File: src/rtl/dc_pkg.sv
package dc_pkg;
  // Highest code with its own bandwidth; larger codes fold onto it.
  localparam int unsigned CODE_CLAMP = 13;
  // Number of output lanes: signal path and monitor.
  localparam int unsigned N_LANES = 2;
  localparam int unsigned LANE_PATH = 0;
  localparam int unsigned LANE_MON  = 1;
endpackage

File: src/rtl/dc_shift_sel.sv
module dc_shift_sel
  import dc_pkg::*;
#(
  parameter int unsigned CW = 4,
  parameter int unsigned K0 = 14,
  parameter int unsigned KW = $clog2(CODE_CLAMP + K0 + 1)
) (
  input  logic [CW-1:0] code,
  output logic [KW-1:0] k
);
  localparam logic [CW-1:0] CLAMP_C = CW'(CODE_CLAMP);

  logic [CW-1:0] code_c;

  always_comb begin
    code_c = (code > CLAMP_C) ? CLAMP_C : code;
    k      = KW'(code_c) + KW'(K0);
  end
endmodule

File: src/rtl/dc_leaky_acc.sv
module dc_leaky_acc
  import dc_pkg::*;
#(
  parameter int unsigned DW = 14,
  parameter int unsigned K0 = 14,
  parameter int unsigned KW = $clog2(CODE_CLAMP + K0 + 1)
) (
  input  logic                 clk,
  input  logic                 rst_n,
  input  logic                 upd,
  input  logic signed [DW-1:0] x,
  input  logic [KW-1:0]        k,
  output logic signed [DW-1:0] est
);
  localparam int unsigned FRAC = CODE_CLAMP + K0;
  localparam int unsigned AW   = DW + FRAC + 1;
  localparam logic signed [AW:0] HALF = (AW+1)'(1) <<< (FRAC - 1);
  localparam logic signed [AW:0] MAXV = (AW+1)'((2**(DW-1)) - 1);
  localparam logic signed [AW:0] MINV = (AW+1)'(-(2**(DW-1)));

  logic signed [AW-1:0] acc;
  logic signed [AW-1:0] xs;
  logic signed [AW:0]   diff;
  logic signed [AW:0]   step;
  logic signed [AW:0]   rnd;
  logic signed [AW:0]   rnd_sh;

  always_comb begin
    xs   = {{(AW-DW-FRAC){x[DW-1]}}, x, {FRAC{1'b0}}};
    diff = {xs[AW-1], xs} - {acc[AW-1], acc};
    step = diff >>> k;
  end

  always_ff @(posedge clk) begin
    if (!rst_n)   acc <= '0;
    else if (upd) acc <= acc + step[AW-1:0];
  end

  always_comb begin
    rnd    = {acc[AW-1], acc} + HALF;
    rnd_sh = rnd >>> FRAC;
    if (rnd_sh > MAXV)      est = MAXV[DW-1:0];
    else if (rnd_sh < MINV) est = MINV[DW-1:0];
    else                    est = rnd_sh[DW-1:0];
  end

  AST_ACC_HOLD: assert property (@(posedge clk) disable iff (!rst_n)
    !upd |=> $stable(acc));
endmodule

File: src/rtl/dc_subsat.sv
module dc_subsat #(
  parameter int unsigned DW = 14
) (
  input  logic                 en,
  input  logic signed [DW-1:0] x,
  input  logic signed [DW-1:0] e,
  output logic signed [DW-1:0] y
);
  localparam logic signed [DW:0] MAXV = (DW+1)'((2**(DW-1)) - 1);
  localparam logic signed [DW:0] MINV = (DW+1)'(-(2**(DW-1)));

  logic signed [DW:0] d;

  always_comb begin
    d = {x[DW-1], x} - {e[DW-1], e};
    if (!en)           y = x;
    else if (d > MAXV) y = MAXV[DW-1:0];
    else if (d < MINV) y = MINV[DW-1:0];
    else               y = d[DW-1:0];
  end
endmodule

File: src/rtl/dc_track.sv
module dc_track
  import dc_pkg::*;
#(
  parameter int unsigned DW = 14,
  parameter int unsigned CW = 4,
  parameter int unsigned K0 = 14
) (
  input  logic          clk,
  input  logic          rst_n,
  input  logic          s_valid,
  output logic          s_ready,
  input  logic [DW-1:0] s_sample,
  input  logic [CW-1:0] bw_code,
  input  logic          path_corr_en,
  input  logic          mon_corr_en,
  output logic          m_valid,
  input  logic          m_ready,
  output logic [DW-1:0] m_path,
  output logic [DW-1:0] m_mon,
  output logic [7:0]    dc_lo,
  output logic [DW-9:0] dc_hi
);
  localparam int unsigned KW = $clog2(CODE_CLAMP + K0 + 1);

  logic                 fire;
  logic [KW-1:0]        k;
  logic signed [DW-1:0] est;
  logic [N_LANES-1:0]   lane_en;
  logic signed [DW-1:0] lane_y [N_LANES];

  assign s_ready = !m_valid || m_ready;
  assign fire    = s_valid && s_ready;
  assign lane_en[LANE_PATH] = path_corr_en;
  assign lane_en[LANE_MON]  = mon_corr_en;

  dc_shift_sel #(.CW(CW), .K0(K0), .KW(KW)) u_sel (
    .code (bw_code),
    .k    (k)
  );

  dc_leaky_acc #(.DW(DW), .K0(K0), .KW(KW)) u_acc (
    .clk   (clk),
    .rst_n (rst_n),
    .upd   (fire),
    .x     (s_sample),
    .k     (k),
    .est   (est)
  );

  for (genvar g = 0; g < N_LANES; g++) begin : g_lane
    dc_subsat #(.DW(DW)) u_sub (
      .en (lane_en[g]),
      .x  (s_sample),
      .e  (est),
      .y  (lane_y[g])
    );
  end

  always_ff @(posedge clk) begin
    if (!rst_n) begin
      m_valid <= 1'b0;
      m_path  <= '0;
      m_mon   <= '0;
    end else if (fire) begin
      m_valid <= 1'b1;
      m_path  <= lane_y[LANE_PATH];
      m_mon   <= lane_y[LANE_MON];
    end else if (m_ready) begin
      m_valid <= 1'b0;
    end
  end

  assign dc_lo = est[7:0];
  assign dc_hi = est[DW-1:8];

  AST_HOLD_OUT: assert property (@(posedge clk) disable iff (!rst_n)
    m_valid && !m_ready |=> m_valid && $stable(m_path) && $stable(m_mon));
  AST_FIRE_VALID: assert property (@(posedge clk) disable iff (!rst_n)
    s_valid && s_ready |=> m_valid);
  AST_PATH_PASS: assert property (@(posedge clk) disable iff (!rst_n)
    s_valid && s_ready && !path_corr_en |=> m_path == $past(s_sample));
  AST_MON_PASS: assert property (@(posedge clk) disable iff (!rst_n)
    s_valid && s_ready && !mon_corr_en |=> m_mon == $past(s_sample));
endmodule

File: config.mk
export PLATFORM = sky130hd
export DESIGN_NAME = dc_track
export DESIGN_NICKNAME = d
export VERILOG_FILES = /design/src/rtl/dc_pkg.sv /design/src/rtl/dc_shift_sel.sv /design/src/rtl/dc_leaky_acc.sv /design/src/rtl/dc_subsat.sv /design/src/rtl/dc_track.sv
export SDC_FILE = /design/constraint.sdc
export NUM_CORES = 1
export LEC_CHECK = 0
export ABC_AREA = 0
export BUFFER_PORTS_ARGS = -buffer_cell sky130_fd_sc_hd__clkbuf_2
export CORE_UTILIZATION = 46
export CTS_CLUSTER_DIAMETER = 30
export DETAILED_ROUTE_END_ITERATION = 8
export PLACE_DENSITY = 0.74
export SLEW_MARGIN = 5
export SYNTH_ARGS = -nofsm -noshare
export SYNTH_HDL_FRONTEND = slang
export SYNTH_HIERARCHICAL = 1
export SYNTH_SLANG_ARGS = --single-unit
File: constraint.sdc
create_clock -name clk -period 7.5 [get_ports clk]
set_input_delay 0.375 -clock clk [delete_from_list [all_inputs] [get_ports clk]]
set_output_delay 0.375 -clock clk [all_outputs]
set_load 0.01 [all_outputs]
==> metrics.md <==
| Metric | Value |
|---|---|
| Maximum clock path buffer count | 2 |
| Site row count | 60 |
| Clock root cell | clkbuf_16 |
| DRT Pass-1 Iters | 8 |
| Antenna cell count | 0 |
| TNS Setup | 0 ns |
| Boundary pin count | 68 |
| Startpoint types | flop |
| Layout cells sized above 1 | 0.115 |
| Synth Instances | 1758 |
| Worst Path Max Fanout | 12 |
| Max Cap Viol | 0 |
| Post-CTS Hold Fix Bufs | 0 |
| Unrepaired setup endpoints after global routing | false |
| Synth cell types | 98 |
| Die W | 167 um |
| Gpl congestion | 0.966 |
| Detailed-route wire length | 42.3 mm |
| Largest cells by area after synthesis | dfxtp_1 (11%), ha_1 (8.7%), mux2i_1 (7.6%), nand2_1 (5.3%), a21oi_1 (4.4%) |
| Starting DRT DRC Count | 1788 |
| Number of flops mapped to enable cells by yosys | 0 |
| Status | completed |
| Placed Area | 13100 sq um |
| Syn nets | 1872 |
| DRC viols | 0 |
| Fin Hold WS | 0.252 ns |
| Clk_lat worst skew | 0.37 ns |
| VDD IR max | 0.000278 V |
| Reg clk slew, reported paths | 0.08 ns |
| Drt via density | 6.63 |
| Max Clk Rate | 141 MHz |
| Final Hold Viols | 0 |
| Clock tree sinks | 71 |
| Rel. slew slack | 0.286 |
| FF+latch count, synth | 71 |
| PD cells | 526 nW/um^2 |
| Sequential element share of the synthesized area | 0.113 |
| Worst Reg2Reg Path Length in Cells | 20 |
| Reg2reg start | u_acc/acc[6]$_SDFFE_PN0P_ |
| # H-tree levels | 3 |
| Die area | 28000 sq um |
| Req. time, crit path | 7.78 ns |
| Commonest cells in the netlist | nand2_1 (178), nor2_1 (146), a21oi_1 (111), inv_1 (108), clkbuf_1 (102) |
| Inst Count DP | 2075 |
| Post-DP HPWL | 32.1 mm |
| DRT antenna net count | 0 |
| Slew @ Worst Pin | 1.06 ns |
| Fill count | 2608 |
| Arrival @ worst endpoint | 7.39 ns |
| Core area | 26900 sq um |
| M1 GR Usage | 0.370 |
| Leak | 5.71 nW |
| Clock skew | 0.0128 ns |
| Hold Path Origin | s_valid |
| Worst hold path type | in2reg |
| Chip height | 167 um |
| Synth-to-layout area growth | 6.51% |
| Final number of max-transition violations | 0 |
| Post-route minimum period | 7.11 ns |
| I/O Buffers | 67 |
| CTS tree | done |
| Period utilization | 0.948 |
| GR Util All Layers | 0.292 |
| Largest net degree at the start of global routing | 77 |
| Post-synth ARST share | 0 |
| Post-Layout Cell Count | 2091 |
| CP Class | reg2reg |
| WHS Path Cells | 3 |
| Top Usage Layer GRT | met2 |
| Ys flop type | dfxtp_1 |
| R2r endpoint | u_acc/acc[39]$_SDFFE_PN0P_ |
| Global-route wire length before repair | 66.5 mm |
| Initial antenna violation count | 0 |
| Yosys top cell by area | dfxtp_1 |
| Reg2Reg Setup Slack | 0.39 ns |
| Clock buffer count from CTS | 9 |
| Starting Density | 0.467 |
| # Post-CTS Setup Buffers | 0 |
| Syn_area_per_cell | 7.14 sq um |
| Most common cell in the netlist | nand2_1 |
| Hold Crit Endpoint | m_valid$_SDFFE_PN0P_ |
| Post-synth top area share | 0.113 |
| Met3 Resource Use GR | 0.0423 |
| WL/cell | 20.2 um |
| Setup crit end kind | flop |
| Post-route cell area | 13400 sq um |
| Post_cts resized | 0 |
| GRT Residual Overflow | 0 |
| YS warnings | 6 |
| Synthesized cell area | 12600 sq um |
| Nets@finish | 1859 |
| Met2 Use GR | 0.491 |
| Vias in the first global route | 12.4k |
| Via count | 13.9k |
| Setup Viol. Count Final | 0 |
==> worst max-delay path, cell delays in order (launching register included) <==
cell and delay (ns):
dfxtp_1 0.44, nor4_2 0.60, nand4_1 0.42, or4_1 0.69
and2_1 0.21, a21oi_1 0.22, o31a_1 0.30, nand2_1 0.09
a222oi_1 0.41, buf_4 0.21, a31oi_1 0.14, ha_1 0.40
and2_1 0.19, a221oi_1 0.53, o22ai_1 0.21, or4_1 0.57
a41o_1 0.28, a41oi_1 0.41, o21ai_0 0.24, a211o_1 0.34
o211ai_1 0.10
==> per-stage QoR <==
step / power [mW] / util / setup WS (ns)
finish: 7.04 / 0.497 / 0.392
global route: 7.60 / 0.497 / 0.0923
CTS: 6.89 / 0.497 / 0.548
detailed placement: 6.40 / 0.486 / 0.621
global placement: 6.30 / 0.486 / 0.665
floorplan: 5.02 / - / 1.56
==> state kept, by name (all words and copies together) (netlist names) <==
| name | cells |
|---|---|
| m_mon | 14 |
| u_acc/acc | 42 |
| m_path | 14 |
| m_valid | 1 |
==> kinds of logic (layout without fill, tap and decap cells) <==
family,count (synthesis),in the layout,synth area share
simple gates,563,563,0.217
flops,71,71,0.113
mux,126,126,0.117
fa+ha+maj,90,90,0.0915
compound gates,608,608,0.339
xor+xnor,66,66,0.0472
buf+inv,234,226,0.0742
==> placed cells by master, fill, tap and decap left out, types with 26 or more instances in the layout <==
cell / Yosys / final
clkbuf_2: 0 / 67
a211oi_1: 26 / 26
a21oi_1: 111 / 111
or3_1: 26 / 26
inv_1: 108 / 108
nand2_1: 178 / 177
o22ai_1: 43 / 43
o21ai_0: 96 / 95
buf_4: 4 / 34
ha_1: 87 / 87
nand3_1: 46 / 46
dfxtp_1: 71 / 71
a21o_1: 49 / 49
mux2i_1: 95 / 95
nor3_1: 40 / 40
xnor2_1: 46 / 46
nor2_1: 146 / 146
o211ai_1: 30 / 30
==> per-layer routing <==
| metal | part of all wire | up-vias |
|---|---|---|
| met2 | 0.46 | 687 |
| met4 | 0.045 | 0 |
| li1 | - | 6548 |
| met3 | 0.076 | 135 |
| met1 | 0.42 | 6492 |
| met5 | 0 | - |
==> worst max-delay path by stage <==
stage,from,cells past startpoint,endpoint,slack (ns)
detailed placement,s_sample[0],23,u_acc/acc[39]$_SDFFE_PN0P_,0.62
CTS,u_acc/acc[27]$_SDFFE_PN0P_,23,u_acc/acc[39]$_SDFFE_PN0P_,0.55
global route,u_acc/acc[28]$_SDFFE_PN0P_,22,u_acc/acc[39]$_SDFFE_PN0P_,0.09
finish,u_acc/acc[6]$_SDFFE_PN0P_,20,u_acc/acc[39]$_SDFFE_PN0P_,0.39
global placement,s_sample[1],22,u_acc/acc[39]$_SDFFE_PN0P_,0.66
floorplan,u_acc/acc[28]$_SDFFE_PN0P_,23,u_acc/acc[39]$_SDFFE_PN0P_,1.56
==> power breakdown <==
part	internal, mW	switching (mW)	total, mW	leakage, nW
clock	0.237	0.229	0.465	0.148
sequential	0.517	0.226	0.743	0.585
combinational	2.31	3.52	5.83	4.98
==> area by class of cell <==
cell class / instances / area [sq um] / share of cell area
Clock buffer: 9 / 225 / 0.0168
Sequential cell: 71 / 1420 / 0.106
Multi-Input combinational cell: 1453 / 10200 / 0.765
Clock inverter: 7 / 73.8 / 0.00552
Timing Repair Buffer: 101 / 591 / 0.0442
Tap cell: 341 / 427 / 0.0319
Inverter: 109 / 409 / 0.0306
Note: power is estimated with default switching activity, not from simulation.
